[config.mk]
export PLATFORM = sky130hd
export DESIGN_NAME = spi_reg_expander
export DESIGN_NICKNAME = d
export VERILOG_FILES = /design/src/rtl/spi_regx_pkg.sv /design/src/rtl/spi_regx_sync.sv /design/src/rtl/spi_regx_rx.sv /design/src/rtl/spi_regx_tx.sv /design/src/rtl/spi_regx_ctrl.sv /design/src/rtl/spi_reg_expander.sv
export SDC_FILE = /design/constraint.sdc
export NUM_CORES = 1
export LEC_CHECK = 0
export BUFFER_PORTS_ARGS = -buffer_cell sky130_fd_sc_hd__clkbuf_2
export CAP_MARGIN = 40
export CORE_UTILIZATION = 35
export CTS_BUF_LIST = sky130_fd_sc_hd__clkbuf_4 sky130_fd_sc_hd__clkbuf_8
export DETAILED_ROUTE_END_ITERATION = 12
export GPL_TIMING_DRIVEN = 1
export SLEW_MARGIN = 20
export SYNTH_ARGS = -nofsm -noshare
export SYNTH_HDL_FRONTEND = slang
export SYNTH_SLANG_ARGS = --single-unit
[constraint.sdc]
create_clock -name clk -period 3.45 [get_ports clk]
set_input_delay 1.035 -clock clk [delete_from_list [all_inputs] [get_ports clk]]
set_output_delay 1.035 -clock clk [all_outputs]
set_load 0.02 [all_outputs]
[src/rtl/spi_regx_pkg.sv]
package spi_regx_pkg;

    typedef enum logic [2:0] {
        ST_IDLE,
        ST_CMD,
        ST_PAYLOAD,
        ST_COMMIT,
        ST_TAIL
    } xp_state_e;

    localparam int SYNC_LINES = 3;
    localparam int LINE_SCK   = 0;
    localparam int LINE_CSN   = 1;
    localparam int LINE_MOSI  = 2;

endpackage

[src/rtl/spi_regx_sync.sv]
module spi_regx_sync #(
    parameter int              WIDTH   = 3,
    parameter int              STAGES  = 2,
    parameter logic [WIDTH-1:0] RST_VAL = '0
) (
    input  logic             clk,
    input  logic             rst_n,
    input  logic [WIDTH-1:0] din,
    output logic [WIDTH-1:0] dout
);

    for (genvar b = 0; b < WIDTH; b++) begin : g_line
        logic [STAGES-1:0] chain;

        always_ff @(posedge clk or negedge rst_n) begin
            if (!rst_n) begin
                chain <= {STAGES{RST_VAL[b]}};
            end else begin
                chain <= {chain[STAGES-2:0], din[b]};
            end
        end

        assign dout[b] = chain[STAGES-1];
    end

endmodule

[src/rtl/spi_regx_rx.sv]
module spi_regx_rx #(
    parameter int TOTAL_BITS = 16,
    parameter int CNT_W      = 5
) (
    input  logic                  clk,
    input  logic                  rst_n,
    input  logic                  clr,
    input  logic                  sample,
    input  logic                  din,
    output logic [TOTAL_BITS-1:0] frame,
    output logic [CNT_W-1:0]      count
);

    always_ff @(posedge clk or negedge rst_n) begin
        if (!rst_n) begin
            frame <= '0;
            count <= '0;
        end else if (clr) begin
            count <= '0;
        end else if (sample) begin
            frame <= {frame[TOTAL_BITS-2:0], din};
            count <= count + 1'b1;
        end
    end

endmodule

[src/rtl/spi_regx_tx.sv]
module spi_regx_tx #(
    parameter int DATA_W = 8,
    parameter int CNT_W  = 5
) (
    input  logic              clk,
    input  logic              rst_n,
    input  logic              cs_n_s,
    input  logic              sck_fall,
    input  logic              load,
    input  logic [DATA_W-1:0] load_val,
    input  logic [CNT_W-1:0]  count,
    output logic              miso
);

    localparam int IDX_W = $clog2(DATA_W);

    logic [DATA_W-1:0] snap;
    logic [CNT_W-1:0]  idx;
    logic              in_second;

    assign in_second = (count >= CNT_W'(DATA_W)) && (count < CNT_W'(2 * DATA_W));
    assign idx       = CNT_W'(2 * DATA_W - 1) - count;

    always_ff @(posedge clk or negedge rst_n) begin
        if (!rst_n) begin
            snap <= '0;
            miso <= 1'b0;
        end else begin
            if (load) begin
                snap <= load_val;
            end
            if (cs_n_s) begin
                miso <= 1'b0;
            end else if (sck_fall) begin
                miso <= in_second ? snap[idx[IDX_W-1:0]] : 1'b0;
            end
        end
    end

endmodule

[src/rtl/spi_regx_ctrl.sv]
module spi_regx_ctrl
    import spi_regx_pkg::*;
#(
    parameter int DATA_W = 8,
    parameter int NREGS  = 16,
    parameter int CNT_W  = 5
) (
    input  logic              clk,
    input  logic              rst_n,
    input  logic              cs_n_s,
    input  logic              sck_rise,
    input  logic [CNT_W-1:0]  count,
    input  logic [DATA_W-2:0] cmd_addr,
    input  logic              cmd_read,
    output logic              sample,
    output logic              rx_clr,
    output logic              tx_load,
    output logic              wr_en,
    output logic              rd_en,
    output logic              hold_load
);

    xp_state_e state_q, state_d;
    logic      in_range;
    logic      is_rev;
    logic      shifting;

    assign in_range = cmd_addr < (DATA_W - 1)'(NREGS);
    assign is_rev   = cmd_addr == '0;
    assign shifting = (state_q == ST_CMD) || (state_q == ST_PAYLOAD);
    assign sample   = sck_rise && shifting && !cs_n_s;

    always_ff @(posedge clk or negedge rst_n) begin
        if (!rst_n) begin
            state_q <= ST_IDLE;
        end else begin
            state_q <= state_d;
        end
    end

    always_comb begin
        state_d = state_q;
        unique case (state_q)
            ST_IDLE: begin
                if (!cs_n_s) state_d = ST_CMD;
            end
            ST_CMD: begin
                if (cs_n_s) state_d = ST_IDLE;
                else if (sample && count == CNT_W'(DATA_W - 1)) state_d = ST_PAYLOAD;
            end
            ST_PAYLOAD: begin
                if (cs_n_s) state_d = ST_IDLE;
                else if (sample && count == CNT_W'(2 * DATA_W - 1)) state_d = ST_COMMIT;
            end
            ST_COMMIT: begin
                state_d = cs_n_s ? ST_IDLE : ST_TAIL;
            end
            ST_TAIL: begin
                if (cs_n_s) state_d = ST_IDLE;
            end
            default: state_d = ST_IDLE;
        endcase
    end

    always_comb begin
        rx_clr    = (state_q == ST_IDLE);
        tx_load   = 1'b0;
        wr_en     = 1'b0;
        rd_en     = 1'b0;
        hold_load = 1'b0;
        unique case (state_q)
            ST_CMD: begin
                tx_load = sample && (count == CNT_W'(DATA_W - 1));
            end
            ST_COMMIT: begin
                wr_en     = !cmd_read && in_range && !is_rev;
                rd_en     = cmd_read && in_range && !is_rev;
                hold_load = cmd_read;
            end
            default: ;
        endcase
    end

endmodule

[src/rtl/spi_reg_expander.sv]
module spi_reg_expander
    import spi_regx_pkg::*;
#(
    parameter int               NREGS       = 16,
    parameter int               DATA_W      = 8,
    parameter int               SYNC_STAGES = 2,
    parameter logic [DATA_W-1:0] REVISION   = 8'h5A
) (
    input  logic                       clk,
    input  logic                       rst_n,
    input  logic                       spi_sck,
    input  logic                       spi_cs_n,
    input  logic                       spi_mosi,
    output logic                       spi_miso,
    output logic [$clog2(NREGS)-1:0]   reg_addr,
    output logic                       reg_wr_en,
    output logic [DATA_W-1:0]          reg_wr_data,
    output logic                       reg_rd_en,
    input  logic [DATA_W-1:0]          reg_rd_data
);

    localparam int ADDR_W     = $clog2(NREGS);
    localparam int TOTAL_BITS = 2 * DATA_W;
    localparam int CNT_W      = $clog2(TOTAL_BITS + 1);
    localparam logic [SYNC_LINES-1:0] SYNC_RST = SYNC_LINES'(1) << LINE_CSN;

    logic [SYNC_LINES-1:0] raw_lines, sync_lines;
    logic                  sck_s, cs_n_s, mosi_s, sck_d;
    logic                  sck_rise, sck_fall;
    logic [TOTAL_BITS-1:0] frame;
    logic [CNT_W-1:0]      count;
    logic [DATA_W-2:0]     cmd_addr;
    logic                  cmd_read;
    logic                  sample, rx_clr, tx_load, hold_load;
    logic [DATA_W-1:0]     hold_q;
    logic [DATA_W-1:0]     read_val;

    assign raw_lines[LINE_SCK]  = spi_sck;
    assign raw_lines[LINE_CSN]  = spi_cs_n;
    assign raw_lines[LINE_MOSI] = spi_mosi;

    spi_regx_sync #(
        .WIDTH   (SYNC_LINES),
        .STAGES  (SYNC_STAGES),
        .RST_VAL (SYNC_RST)
    ) u_sync (
        .clk  (clk),
        .rst_n(rst_n),
        .din  (raw_lines),
        .dout (sync_lines)
    );

    assign sck_s  = sync_lines[LINE_SCK];
    assign cs_n_s = sync_lines[LINE_CSN];
    assign mosi_s = sync_lines[LINE_MOSI];

    always_ff @(posedge clk or negedge rst_n) begin
        if (!rst_n) sck_d <= 1'b0;
        else        sck_d <= sck_s;
    end

    assign sck_rise = sck_s && !sck_d;
    assign sck_fall = !sck_s && sck_d;

    spi_regx_rx #(
        .TOTAL_BITS(TOTAL_BITS),
        .CNT_W     (CNT_W)
    ) u_rx (
        .clk   (clk),
        .rst_n (rst_n),
        .clr   (rx_clr),
        .sample(sample),
        .din   (mosi_s),
        .frame (frame),
        .count (count)
    );

    assign cmd_addr = frame[TOTAL_BITS-1:DATA_W+1];
    assign cmd_read = frame[DATA_W];

    spi_regx_ctrl #(
        .DATA_W(DATA_W),
        .NREGS (NREGS),
        .CNT_W (CNT_W)
    ) u_ctrl (
        .clk      (clk),
        .rst_n    (rst_n),
        .cs_n_s   (cs_n_s),
        .sck_rise (sck_rise),
        .count    (count),
        .cmd_addr (cmd_addr),
        .cmd_read (cmd_read),
        .sample   (sample),
        .rx_clr   (rx_clr),
        .tx_load  (tx_load),
        .wr_en    (reg_wr_en),
        .rd_en    (reg_rd_en),
        .hold_load(hold_load)
    );

    assign reg_addr    = frame[DATA_W+ADDR_W:DATA_W+1];
    assign reg_wr_data = frame[DATA_W-1:0];

    always_comb begin
        if (cmd_addr == '0)                          read_val = REVISION;
        else if (cmd_addr < (DATA_W - 1)'(NREGS))    read_val = reg_rd_data;
        else                                         read_val = '0;
    end

    always_ff @(posedge clk or negedge rst_n) begin
        if (!rst_n)         hold_q <= '0;
        else if (hold_load) hold_q <= read_val;
    end

    spi_regx_tx #(
        .DATA_W(DATA_W),
        .CNT_W (CNT_W)
    ) u_tx (
        .clk     (clk),
        .rst_n   (rst_n),
        .cs_n_s  (cs_n_s),
        .sck_fall(sck_fall),
        .load    (tx_load),
        .load_val(hold_q),
        .count   (count),
        .miso    (spi_miso)
    );

endmodule

==> results.yml <==
layout:
  fillers: 545
  fin_area_um2: 2340
  multi_input_area_um2: 754
  drive_gt1_share_pct: 22.1
  antenna_cells: 0
  nNetsFinal: 232
  seqCellArea_um2: 1200
  syn_to_final_growth_pct: 10.9
timing:
  finalCritPeriodShare_pct: 80.1
  timing.hold.ws_ns: 0.356
  skew_ns: 0.00834
  setup_tns_ns: 0
  rsz0062_at_grt: "false"
  maxSlewViolCount: 0
  setup_viol: 0
  post-route-min-period_ns: 2.76
  final_hold_viol_count: 0
  worst_pin_slew_ns: 0.749
  slew_headroom_pct: 50.0
  timing.final.ws_setup_ns: 0.687
  clock.fmax_mhz: 362
synthesis:
  syn-num-nets: 215
  synthArstFlopShare_pct: 100
  syn_inst: 199
  synthXorXnorAreaFrac_pct: 0.830
  yosys.area_share.simple_pct: 19.5
  synth_compound_area_share_pct: 6.11
  yosys-mux-area-fraction_pct: 7.53
  synth_cell_types: 40
  yosysTopAreaCellShare_pct: 54.6
  synth_ff_type: "dfrtp_1"
  syn_avg_cell_area_um2: 10.6
  synth_top_family_by_area: "simple AND/OR/NAND/NOR gates"
  synth_warnings: 0
  synth_edf_count: 0
  synth_top_area_cell: "dfrtp_1"
  syn_area_um2: 2110
  seq_area_frac_synth_pct: 57.1
  synth_seq_cells: 48
  synth.area.top_cells: "dfrtp_1 55%, nand2_1 10%, buf_4 4.6%"
  synth_fa_ha_area_share_pct: 1.78
detailed_routing:
  vias: 1373
  routed_wl_um: 3700
  highest_layer: "met4"
  final_antenna_net_count: 0
  wl_met1_um: 1830
  dr.first_iter.drc_count: 54
  wl_per_cell_um: 12.8
  drc: 0
  first_pass_iters: 4
  routed-wl-met2_um: 1710
  viasPerCell: 4.75
  met3WireLength_um: 118
grt:
  grt_usage_pct: 13.8
  grt_max_degree: 30
  grt.overflow.total: 0
  grt_pass1_wl_um: 6710
  first_global_vias: 1412
  antenna_found_initial: 0
clocking:
  cts.path.max_buffers: 2
  tritoncts: "yes"
  clk_pin_slew_worst_paths_ns: 0.08
  hold_buffers: 0
  cts_setup_buffers: 0
  cts_made_buffers: 5
  root_buffer: "clkbuf_8"
  clkSinkCount: 48
  worstSkewPairLatency_ns: 0.30
  cts_resized: 0
  cts-htree-levels: 2
critical_path:
  worstSetupStartpoint: "u_rx.frame[10]"
  start_kind: "register"
  r2r_cells: 4
  r2r_setup_slack_ns: 1.20
  endpoint_kind: "primary output"
  critPathCapture: "reg_rd_en"
  worstSetupPathType: "reg2out"
  r2r-end: "u_tx.snap[0]"
  crit_arrival_ns: 1.73
  cp.required_ns: 2.41
  crit_fanout: 5
  r2r_start: "u_rx.count[0]"
power_and_ir_drop:
  power_density_nw_per_um2: 462
  power_leakage_uw: 0.00118
  irDropWorstVdd_mv: 0.277
  p_total_uw: 1080
floorplan:
  die_y_um: 79.6
  io_pins: 28
  start_util_pct: 37.4
  die-area_um2: 6340
  rows: 27
  fp.coreArea_um2: 5640
  chipWidth_um: 79.6
flow_run:
  drv_cap: 0
placement:
  dp_hpwl_um: 2690
  routabilityCongestion: 0.738
  placed_area_um2: 2230
  io_buffers: 27
  pre_cts_ws_ns: 0.977
outcome:
  outcome: "complete, no violations"
hold_path:
  hp-class: "reg2reg"
per-stage QoR:
stage	utilization, %	std cells
detailed placement	39.5	281
floorplan	-	199
CTS	41.5	289
global route	41.5	289
global placement	39.5	281
finish	41.5	289
worst max-delay path, stage by stage, from the launching register on:
cell and delay, ns:
dfrtp_1 0.41, nor4_1 0.55, nand2b_1 0.20, nor2_1 0.09, clkbuf_2 0.17
cells in the final DEF (no fill, tap or decap), types with 5 or more instances in the layout:
master,synthesis,layout
clkbuf_2,0,27
nor3_1,5,5
clkbuf_8,0,5
nand2_1,56,56
nor2_1,5,5
mux2_1,7,7
o21ai_0,9,9
dfrtp_1,46,46
report_power, final:
group | total [µW] | leakage, µW | internal, µW | switching [µW]
clock network | 403 | 0.0000586 | 223 | 180
logic | 77.6 | 0.000499 | 27.4 | 50.1
registers | 600 | 0.000625 | 583 | 17.2
total | 1080 | 0.00118 | 833 | 247
sequential cells by signal, indices dropped and copies added (netlist names):
register             flops
u_tx.snap                8
sck_d                    1
u_rx.count               5
hold_q                   8
u_sync.g_line.chain      6
u_rx.frame              16
u_ctrl.state_q           3
u_tx.miso                1
Yosys cell counts (2+ instances only):
cell and number:
buf_4 13, buf_1 2, dfstp_2 2, mux2_1 7, nand2_1 56, nand3_1 4
clkbuf_1 4, mux2_2 2, nor3_1 5, or3_1 2, inv_1 4, ha_1 3
nand2b_1 3, a22o_1 4, dfrtp_1 46, nand3b_1 3, a21oi_1 2, o21ai_0 9
mux2i_1 2, nor2_1 5, xnor2_1 2
logic make-up after synthesis:
family                     after synthesis
muxes                                   13
adders and majority gates                3
AOI/OAI and AO/OA                       20
and+or+nand+nor                         88
xor gates and xnor gates                 2
buffers and inverters                   25
DFF                                     48
how the worst min path moves through the flow:
stage | end | start | depth (start not counted)
after global placement | u_sync.g_line[2].chain[1] | u_sync.g_line[2].chain[0] | 0
after detailed placement | u_sync.g_line[2].chain[1] | u_sync.g_line[2].chain[0] | 0
final | u_sync.g_line[2].chain[1] | u_sync.g_line[2].chain[0] | 0
after CTS | u_sync.g_line[1].chain[1] | u_sync.g_line[1].chain[0] | 0
after floorplan | u_sync.g_line[0].chain[1] | u_sync.g_line[0].chain[0] | 0
after global routing | u_sync.g_line[1].chain[1] | u_sync.g_line[1].chain[0] | 0
routing by layer:
| metal | vias up | global-route usage, % |
|---|---|---|
| met5 | - | 0 |
| met4 | 0 | 4.91 |
| met3 | 5 | 3.09 |
| met2 | 20 | 21.6 |
| met1 | 661 | 18.7 |
| li1 | 687 | - |
area by class of cell:
| class | instances | area share (%) |
|---|---|---|
| clock buffers | 6 | 3.26 |
| flip-flops and latches | 48 | 51.4 |
| repair buffers | 31 | 7.06 |
| clock inverters | 2 | 1.50 |
| well taps | 72 | 3.85 |
| multi-input cells | 126 | 32.2 |
| inverters | 4 | 0.642 |
Note: power is estimated with default switching activity, not from simulation.
